**config.mk**
```make
export PLATFORM = sky130hd
export DESIGN_NAME = uart_rx_errflags
export DESIGN_NICKNAME = d
export VERILOG_FILES = /design/src/rtl/uart_rx_pkg.sv /design/src/rtl/uart_rx_baud.sv /design/src/rtl/uart_rx_shift.sv /design/src/rtl/uart_rx_buf.sv /design/src/rtl/uart_rx_errflags.sv
export SDC_FILE = /design/constraint.sdc
export NUM_CORES = 1
export LEC_CHECK = 0
export ABC_AREA = 1
export BUFFER_PORTS_ARGS = -buffer_cell sky130_fd_sc_hd__clkbuf_2
export CAP_MARGIN = 25
export CORE_MARGIN = 2
export CORE_UTILIZATION = 55
export DETAILED_ROUTE_END_ITERATION = 6
export PLACE_DENSITY_LB_ADDON = 0.12
export RECOVER_POWER = 25
export SLEW_MARGIN = 20
export SYNTH_ARGS = -nofsm -noshare
export SYNTH_HDL_FRONTEND = slang
export SYNTH_SLANG_ARGS = --single-unit
```
**constraint.sdc**
```tcl
create_clock -name clk -period 2.7 [get_ports clk]
set_input_delay 0.54 -clock clk [delete_from_list [all_inputs] [get_ports clk]]
set_output_delay 0.54 -clock clk [all_outputs]
set_load 0.05 [all_outputs]
```
**src/rtl/uart_rx_pkg.sv**
```systemverilog
// Package: shared types and encodings for the serial receiver.
// Assumes: nothing beyond IEEE 1800-2017 packages.
package uart_rx_pkg;

    localparam int DATA_W   = 9;   // widest character
    localparam int DIV_W    = 8;   // divider setting width
    localparam int TICKS    = 16;  // ticks per bit
    localparam int SUB_W    = $clog2(TICKS);
    localparam int MID_TICK = TICKS / 2 - 1;
    localparam int CNT_W    = $clog2(DATA_W + 1);

    localparam logic [1:0] PAR_ODD  = 2'b01;
    localparam logic [1:0] PAR_EVEN = 2'b10;

    typedef enum logic [2:0] {
        ST_IDLE,
        ST_START,
        ST_DATA,
        ST_PAR,
        ST_STOP1,
        ST_STOP2
    } rx_state_t;

endpackage

```
**src/rtl/uart_rx_baud.sv**
```systemverilog
// Module: tick generator. Emits one tick every div+1 clocks.
// Assumes: restart re-phases the count so a tick follows div+1 clocks later.
module uart_rx_baud #(
    parameter int DIV_W = 8
) (
    input  logic             clk,
    input  logic             rst_n,
    input  logic [DIV_W-1:0] div,
    input  logic             restart,
    output logic             tick
);
    logic [DIV_W-1:0] cnt;

    // Purpose: count clocks, wrapping at the divider setting.
    always_ff @(posedge clk) begin
        if (!rst_n || restart || cnt == div) cnt <= '0;
        else                                 cnt <= cnt + 1'b1;
    end

    assign tick = (cnt == div) && !restart;
endmodule

```
**src/rtl/uart_rx_shift.sv**
```systemverilog
// Module: frame sequencer and shift register.
// It synchronises the line, confirms the start bit, samples each bit
// at its middle tick, and emits a one-clock done pulse carrying the
// character and its framing and parity results.
// Assumes: format inputs are static while a frame is in flight.
module uart_rx_shift
    import uart_rx_pkg::*;
#(
    parameter int DW = DATA_W
) (
    input  logic          clk,
    input  logic          rst_n,
    input  logic          rx_en,
    input  logic          rxd,
    input  logic          tick,
    input  logic [1:0]    data_len,
    input  logic [1:0]    parity_mode,
    input  logic          two_stop,
    output logic          restart,
    output logic          done,
    output logic [DW-1:0] char_out,
    output logic          frm_out,
    output logic          par_out
);
    logic            s1, s2, prev;
    rx_state_t       state;
    logic [SUB_W-1:0] sub;
    logic [CNT_W-1:0] bitcnt;
    logic [DW-1:0]   sh;
    logic            ones_odd, ferr;
    logic            mid, last, par_en, odd_sel;
    logic [CNT_W-1:0] nbits;
    logic [DW-1:0]   justified;

    assign mid     = tick && (sub == SUB_W'(MID_TICK));
    assign last    = tick && (sub == SUB_W'(TICKS - 1));
    assign par_en  = (parity_mode == PAR_ODD) || (parity_mode == PAR_EVEN);
    assign odd_sel = (parity_mode == PAR_ODD);
    assign restart = (state == ST_IDLE) && rx_en && prev && !s2;

    // Purpose: map the length code to a bit count and right-justify.
    always_comb begin
        case (data_len)
            2'd0:    begin nbits = CNT_W'(DW - 2); justified = sh >> 2; end
            2'd1:    begin nbits = CNT_W'(DW - 1); justified = sh >> 1; end
            default: begin nbits = CNT_W'(DW);     justified = sh;      end
        endcase
    end

    // Purpose: two-stage synchroniser plus edge history for the line.
    always_ff @(posedge clk) begin
        if (!rst_n) begin
            s1 <= 1'b1; s2 <= 1'b1; prev <= 1'b1;
        end else begin
            s1 <= rxd; s2 <= s1; prev <= s2;
        end
    end

    // Purpose: step through the frame and assemble the character.
    always_ff @(posedge clk) begin
        if (!rst_n) begin
            state <= ST_IDLE; sub <= '0; bitcnt <= '0; sh <= '0;
            ones_odd <= 1'b0; ferr <= 1'b0;
            done <= 1'b0; char_out <= '0; frm_out <= 1'b0; par_out <= 1'b0;
        end else begin
            done <= 1'b0;
            if (state != ST_IDLE && tick) sub <= sub + 1'b1;
            if (!rx_en) begin
                state <= ST_IDLE;
            end else begin
                case (state)
                    ST_IDLE: if (restart) begin
                        state <= ST_START; sub <= '0;
                        ones_odd <= 1'b0; ferr <= 1'b0; bitcnt <= '0;
                    end
                    ST_START: begin
                        if (mid && s2)  state <= ST_IDLE;
                        else if (last)  state <= ST_DATA;
                    end
                    ST_DATA: begin
                        if (mid) begin
                            sh       <= {s2, sh[DW-1:1]};
                            ones_odd <= ones_odd ^ s2;
                        end
                        if (last) begin
                            if (bitcnt == nbits - 1'b1)
                                state <= par_en ? ST_PAR : ST_STOP1;
                            bitcnt <= bitcnt + 1'b1;
                        end
                    end
                    ST_PAR: begin
                        if (mid)  ones_odd <= ones_odd ^ s2;
                        if (last) state <= ST_STOP1;
                    end
                    ST_STOP1: begin
                        if (mid) begin
                            ferr <= ferr | !s2;
                            if (!two_stop) begin
                                state    <= ST_IDLE;
                                done     <= 1'b1;
                                char_out <= justified;
                                frm_out  <= ferr | !s2;
                                par_out  <= par_en && (ones_odd != odd_sel);
                            end
                        end
                        if (last && two_stop) state <= ST_STOP2;
                    end
                    ST_STOP2: if (mid) begin
                        state    <= ST_IDLE;
                        done     <= 1'b1;
                        char_out <= justified;
                        frm_out  <= ferr | !s2;
                        par_out  <= par_en && (ones_odd != odd_sel);
                    end
                    default: state <= ST_IDLE;
                endcase
            end
        end
    end
endmodule

```
**src/rtl/uart_rx_buf.sv**
```systemverilog
// Module: one-entry receive buffer with error flags and request pulse.
// A read in the same clock as a completion releases the buffer first.
// Assumes: done is a one-clock pulse from the sequencer.
module uart_rx_buf #(
    parameter int DW = 9
) (
    input  logic          clk,
    input  logic          rst_n,
    input  logic          rx_en,
    input  logic          done,
    input  logic [DW-1:0] char_in,
    input  logic          frm_in,
    input  logic          par_in,
    input  logic          rd_strobe,
    output logic [DW-1:0] rx_data,
    output logic          rx_full,
    output logic          rx_irq,
    output logic          ovr_err,
    output logic          frm_err,
    output logic          par_err
);
    logic full_eff;
    logic ovr_base, frm_base, par_base;

    assign full_eff = rx_full && !rd_strobe;
    assign ovr_base = ovr_err && !rd_strobe;
    assign frm_base = frm_err && !rd_strobe;
    assign par_base = par_err && !rd_strobe;

    // Purpose: load the buffer, raise the request, and track the flags.
    always_ff @(posedge clk) begin
        if (!rst_n) begin
            rx_data <= '0; rx_full <= 1'b0; rx_irq <= 1'b0;
            ovr_err <= 1'b0; frm_err <= 1'b0; par_err <= 1'b0;
        end else begin
            rx_irq <= 1'b0;
            if (done) begin
                rx_data <= char_in;
                rx_full <= 1'b1;
                rx_irq  <= !full_eff;
                ovr_err <= ovr_base | full_eff;
                frm_err <= frm_base | frm_in;
                par_err <= par_base | par_in;
            end else begin
                rx_full <= full_eff;
                ovr_err <= ovr_base && rx_en;
                frm_err <= frm_base && rx_en;
                par_err <= par_base && rx_en;
            end
        end
    end
endmodule

```
**src/rtl/uart_rx_errflags.sv**
```systemverilog
// Module: top of the serial receiver with error flags.
// Wires the tick generator, the frame sequencer and the buffer, and
// forms the summary error flag and the ready-to-send output.
// Assumes: configuration changes only while the line is idle.
module uart_rx_errflags
    import uart_rx_pkg::*;
(
    input  logic              clk,
    input  logic              rst_n,
    input  logic              rx_en,
    input  logic              rts_func_en,
    input  logic [DIV_W-1:0]  baud_div,
    input  logic [1:0]        data_len,
    input  logic [1:0]        parity_mode,
    input  logic              two_stop,
    input  logic              rxd,
    input  logic              rd_strobe,
    output logic [DATA_W-1:0] rx_data,
    output logic              rx_full,
    output logic              rx_irq,
    output logic              ovr_err,
    output logic              frm_err,
    output logic              par_err,
    output logic              err_sum,
    output logic              rts_n
);
    logic              tick, restart, done, frm_c, par_c;
    logic [DATA_W-1:0] char_c;

    uart_rx_baud #(.DIV_W(DIV_W)) u_baud (
        .clk(clk), .rst_n(rst_n), .div(baud_div),
        .restart(restart), .tick(tick)
    );

    uart_rx_shift #(.DW(DATA_W)) u_shift (
        .clk(clk), .rst_n(rst_n), .rx_en(rx_en), .rxd(rxd), .tick(tick),
        .data_len(data_len), .parity_mode(parity_mode), .two_stop(two_stop),
        .restart(restart), .done(done), .char_out(char_c),
        .frm_out(frm_c), .par_out(par_c)
    );

    uart_rx_buf #(.DW(DATA_W)) u_buf (
        .clk(clk), .rst_n(rst_n), .rx_en(rx_en), .done(done),
        .char_in(char_c), .frm_in(frm_c), .par_in(par_c),
        .rd_strobe(rd_strobe), .rx_data(rx_data), .rx_full(rx_full),
        .rx_irq(rx_irq), .ovr_err(ovr_err), .frm_err(frm_err),
        .par_err(par_err)
    );

    assign err_sum = ovr_err | frm_err | par_err;
    assign rts_n   = !(rts_func_en && rx_en && !rx_full);
endmodule

```
==> out/results.tsv, run 1 <==
metric	value	unit
final net count	476	
clock sink count	59	
root buf cell	clkbuf_8	
CP endpoint kind	flop	
FF/Latch Area	1180	um^2
syn nets	438	
Sw Share	26.7	%
Synth Area in Simple Gates	25.1	%
synth warn	0	
Post-synth ARST share	0	%
Worst Tran Pin Value	1.39	ns
CP max FO	10	
CTS tree	built	
Psw	0.582	mW
TNS Setup	0	ns
maximum clock rate	489	MHz
relative slew slack	7.09	%
initial antenna violation count	0	
Fillers	477	
vias per inst	5.02	
number of flops mapped to enable cells by yosys	0	
Post CTS Setup Buffer Count	0	
CTS max path bufs	2	
Area contributors post-synth	dfxtp_1 (40%), nand2_1 (9.9%), inv_1 (7.8%), a21oi_1 (7.7%), o21ai_0 (4.9%)	
multiplexer area fraction after synthesis	0	%
CP dominant cell by count	nand2_1	
area fraction of the dominant cell type after synthesis	40.1	%
register area share after synthesis	40.1	%
Port Buffers	34	
HPWL after detailed placement	4.20	mm
Synth Cell Area	2940	um^2
largest net degree at the start of global routing	35	
Final Max Tran Viols	0	
PD cells	641	nW/um^2
Compound-Gate Fraction of Synth Area	19.3	%
initial drt markers	115	
Cell Area, Placed	3170	um^2
Post-CTS Resized	0	
main combinational cell family by area after synthesis	simple AND/OR/NAND/NOR gates	
Yosys reg bits	59	
WL/cell	10.8	um
I/O pins	35	
Synth Area in Adders	2.55	%
TritonCTS buffer count	9	
final WL	5.66	mm
clock power share	41.5	%
1st-pass router iterations	4	
DIE HEIGHT	77.1	um
vias	2640	
Critical Path, Cell by Cell	clkbuf_2, inv_1, nand2_1, ha_1, xor2_1, nand2_1, nor2_1, nand2_1, a21oi_1, nand3_2, nor2_4, nand3_1, nand2_1, nor2_1	
crit path time final	2.04	ns
syn avg cell area	7.13	um^2
post-route design area	3390	um^2
kind of critical path	in -> reg	
H-tree Lvls	3	
Synth area leader	dfxtp_1	
Max VDD drop	0.000521	V
Leakage Power	1.48	nW
global-route usage over all layers	20.7	%
maxcap violations	0	
Cell variety after synth	39	
Clk Latency, worst-skew pair	0.33	ns
crit share post-route	75.7	%
antenna-violating nets left	0	
crit path launch type	input pin	
Hold Crit Class	in -> reg	
WP data required	2.92	ns
RSZ-0062 raised after global routing	false	
final setup vio count	0	
die area	5950	um^2
Area Growth Syn to Fin	15.3	%
Placer Congestion	0.803	
Cells after Synth	413	
clock slew at reported path FFs	0.07	ns
xor/xnor cell area share of the yosys netlist	2.38	%
Multi-input gate area	1450	um^2
Core Rows	26	
Critical Path Slowest Stage Cell	ha_1	
critical path arrival	2.26	ns
hold_buf cts	0	
global route total overflow	0	
CORE AREA	5140	um^2
Internal	1.59	mW
DRC	0	
outcome	completed	
Gate power share	15.2	%
Reg power frac	43.3	%
CP max stage delay	0.32	ns
Initial Utilization	57.3	%
vias in the first global route	2312	
Main synth FF type	dfxtp_1	
Worst Skew	0.00658	ns
Fin. Hold Viols	0	
first-pass GRT wire length	10.0	mm
layout cells sized above 1	18.6	%
die width	77.1	um
Antenna diodes	0	
-- per-stage QoR --
stage | setup slack [ns] | hold slack (ns) | util (%) | cells | power [mW]
after global routing | 0.417 | 0.390 | 66.0 | 526 | 2.29
after floorplan | 0.625 | 0.393 | - | 413 | 1.22
after global placement | 0.420 | 0.398 | 61.7 | 510 | 1.28
final | 0.657 | 0.399 | 66.0 | 526 | 2.18
after detailed placement | 0.347 | 0.398 | 61.7 | 510 | 1.29
after CTS | 0.693 | 0.388 | 66.1 | 526 | 2.19
-- worst max-delay path: cells and delay by family --
family | cells | cell delay, ns
simple gates | 9 | 0.94
fa+ha+maj | 1 | 0.32
xor+xnor | 1 | 0.17
compound gates | 1 | 0.17
buf+inv | 2 | 0.13
-- power groups by stage --
stage	Combinational, mW	Clock, mW	Sequential, mW
2_1_floorplan	0.263	0	0.952
3_5_place_dp	0.328	0	0.961
5_1_grt	0.383	0.962	0.946
4_1_cts	0.330	0.921	0.941
6_report	0.331	0.904	0.942
3_3_place_gp	0.320	0	0.961
-- routing by layer --
layer / routed length [um] / share of wire [%] / GRT usage, % / vias to the layer above
met5: 0 / 0 / 0 / -
met4: 96 / 1.7 / 8.57 / 0
met3: 232 / 4.1 / 4.12 / 11
met2: 2370 / 42 / 31.0 / 56
met1: 2960 / 52 / 29.0 / 1153
li1: - / - / - / 1420
-- cell usage in the layout (no fill, tap or decap), drive strengths merged --
cell type	netlist	routed
o21ai	44	44
bufinv	0	2
inv	69	69
nor4	2	2
nor3b	2	2
or2	5	5
ha	6	6
o22ai	6	6
o221ai	2	2
clkinvlp	0	1
dfxtp	59	59
a21oi	48	48
a21boi	1	1
xnor2	1	1
nor3	7	7
xor2	7	7
buf	4	1
clkinv	1	2
nand3	15	15
nand2	84	84
o21a	1	1
nor2	38	38
o31ai	1	1
clkbuf	5	47
o211ai	1	1
nand4	4	4
-- worst paths after layout --
kind | start | endpoint | slack (ns) | cells past startpoint
hold reg to reg | u_shift.s1 | u_shift.s2 | 0.41 | 1
setup / recovery | data_len[1] | u_shift.state[1] | 0.66 | 14
hold / removal | rxd | u_shift.s1 | 0.40 | 2
setup reg to reg | u_shift.state[1] | u_shift.sh[1] | 0.71 | 9
-- sequential cells by signal, indices dropped and copies added, names as in the netlist, 3 cells and up --
register and flops:
u_baud.cnt 8, u_buf.rx_data 9, u_shift.bitcnt 4, u_shift.char_out 9, u_shift.sh 9, u_shift.state 3
u_shift.sub 4
-- layout make-up --
class	count	share of cell area [%]
clock inverters	4	2.14
flip-flops and latches	59	34.8
well taps	70	2.58
clock buffers	12	4.57
inverters	70	7.81
multi-input cells	275	42.8
repair buffers	36	5.31
-- cells in the mapped netlist (7+ instances only) --
| master | number |
|---|---|
| dfxtp_1 | 59 |
| a21oi_1 | 45 |
| nand3_1 | 12 |
| nor2_1 | 31 |
| xor2_1 | 7 |
| o21ai_0 | 29 |
| inv_2 | 7 |
| nand2_1 | 78 |
| o21ai_1 | 12 |
| inv_1 | 61 |
-- logic make-up (layout without fill, tap and decap cells) --
| logic type | Yosys count | in the layout |
|---|---|---|
| AND/OR/NAND/NOR | 157 | 157 |
| AO/OA/AOI/OAI | 104 | 104 |
| buffers and inverters | 79 | 122 |
| flip-flops | 59 | 59 |
| XOR/XNOR | 8 | 8 |
| adder cells (fa/ha/maj) | 6 | 6 |
(Power assumes the default switching activity.)
==> inputs of run 2 (changes only) <==
==> constraint.sdc (replaced) <==
create_clock -name clk -period 1.9 [get_ports clk]
set_input_delay 0.38 -clock clk [delete_from_list [all_inputs] [get_ports clk]]
set_output_delay 0.38 -clock clk [all_outputs]
set_load 0.05 [all_outputs]
==> out/results.tsv, run 2 (synthesized netlist as in run 1, its figures left out) <==
metric	value	unit
maxcap violations	0	
Core Rows	26	
commonest non-fill, non-tap cells in the layout	nand2_1 (74), inv_1 (57), dfxtp_1 (51), a21oi_1 (44), clkbuf_2 (33)	
CTS tree	built	
Final WS setup	0.0580	ns
HPWL after detailed placement	4.72	mm
root buf cell	clkbuf_8	
crit path time final	1.84	ns
Multi-input gate area	1500	um^2
CP endpoint kind	flop	
Area Growth Syn to Fin	27.6	%
CTS max path bufs	2	
WL/cell	11.9	um
antenna-violating nets left	0	
die area	5950	um^2
Placer Congestion	0.972	
kind of critical path	reg -> reg	
Final Max Tran Viols	0	
PD cells	840	nW/um^2
maximum clock rate	543	MHz
Antenna diodes	0	
outcome	completed	
I/O pins	35	
Internal	2.24	mW
CORE AREA	5140	um^2
Sw Share	28.9	%
Worst Skew	0.00933	ns
Power, Total	3.16	mW
Worst Tran Pin Value	0.715	ns
Worst Setup SP	u_baud.cnt[3]	
WP data required	2.14	ns
die width	77.1	um
crit share post-route	96.9	%
1st-pass router iterations	4	
hold_buf cts	0	
Port Buffers	34	
critical path arrival	2.08	ns
Gate power share	18.2	%
CP max FO	6	
Psw	0.914	mW
layout cells sized above 1	29.1	%
vias in the first global route	2613	
vias	2837	
final setup vio count	0	
H-tree Lvls	3	
Hold Path Origin	rxd	
DRC	0	
global-route usage over all layers	23.0	%
first-pass GRT wire length	11.1	mm
Fin. Hold Viols	0	
relative slew slack	52.3	%
clock power share	39.7	%
TNS Setup	0	ns
Fillers	432	
clock slew at reported path FFs	0.07	ns
Clk Latency, worst-skew pair	0.34	ns
DP Worst Slack	-0.197	ns
initial drt markers	147	
Regs by FF count	u_buf.rx_data: 9 flops, u_shift.char_out: 9 flops, u_shift.sh: 9 flops	
TritonCTS buffer count	9	
Max VDD drop	0.000602	V
most common cell after layout, fill and taps aside	nand2_1	
Initial Utilization	57.3	%
reg-to-reg startpoint	u_baud.cnt[3]	
vias per inst	5.06	
crit path launch type	flop	
RSZ-0062 raised after global routing	true	
final net count	511	
DIE HEIGHT	77.1	um
worst hold slack	0.225	ns
Hold Crit Class	in -> reg	
clock sink count	59	
Reg power frac	42.1	%
global route total overflow	0	
initial antenna violation count	0	
Leakage Power	1.66	nW
FF/Latch Area	1200	um^2
largest net degree at the start of global routing	35	
final WL	6.65	mm
==> run 2: final cells by class <==
class                           instances  area share, %
Multi-Input combinational cell        275           39.9
Sequential cell                        59           31.8
Timing Repair Buffer                   71           13.1
Inverter                               70           7.06
Clock buffer                            9           3.30
Clock inverter                          7           2.43
Tap cell                               70           2.33
==> run 2: final timing paths <==
check / depth (start not counted) / slack, ns / end
worst min-delay path: 2 / 0.22 / u_shift.s1
worst max-delay path: 13 / 0.06 / u_shift.sh[7]
worst min register to register: 1 / 0.41 / u_shift.s2
worst max register to register: 13 / 0.06 / u_shift.sh[7]
==> run 2: stage by stage <==
| stage | instances | util [%] | area (um^2) |
|---|---|---|---|
| CTS | 551 | 70.1 | 3600 |
| detailed placement | 535 | 65.9 | 3390 |
| global route | 561 | 73.1 | 3760 |
| floorplan | 413 | - | 2950 |
| finish | 561 | 73.1 | 3760 |
| global placement | 535 | 65.9 | 3390 |
==> run 2: power by group through the flow <==
stage,combinational [mW],clock (mW),sequential (mW)
after floorplan,0.374,0,1.35
after global placement,0.525,0,1.35
after detailed placement,0.541,0,1.36
after CTS,0.545,1.27,1.33
after global routing,0.643,1.32,1.33
final,0.575,1.25,1.33
==> run 2: repair_timing <==
action / CTS / global route
resized for setup: 0 / 33
setup buffers: 0 / 9
endpoints found under the setup margin: 0 / 17
==> run 2: worst max-delay path: stages (launching register included) <==
cell and delay [ns]:
dfxtp_2 0.35, inv_2 0.04, nand2_1 0.07, nand2_1 0.07, nor2_2 0.13, nand2_2 0.09
nor2_4 0.14, nand3_4 0.09, buf_6 0.13, nor3_4 0.20, buf_6 0.14, clkbuf_16 0.14
buf_4 0.10, a21oi_2 0.04
==> run 2: layer usage <==
| layer | routed length (um) | track usage [%] | vias to the layer above |
|---|---|---|---|
| li1 | - | - | 1490 |
| met2 | 3150 | 38.5 | 67 |
| met1 | 3060 | 28.2 | 1269 |
| met5 | 0 | 0 | - |
| met3 | 332 | 4.59 | 11 |
| met4 | 111 | 10.7 | 0 |
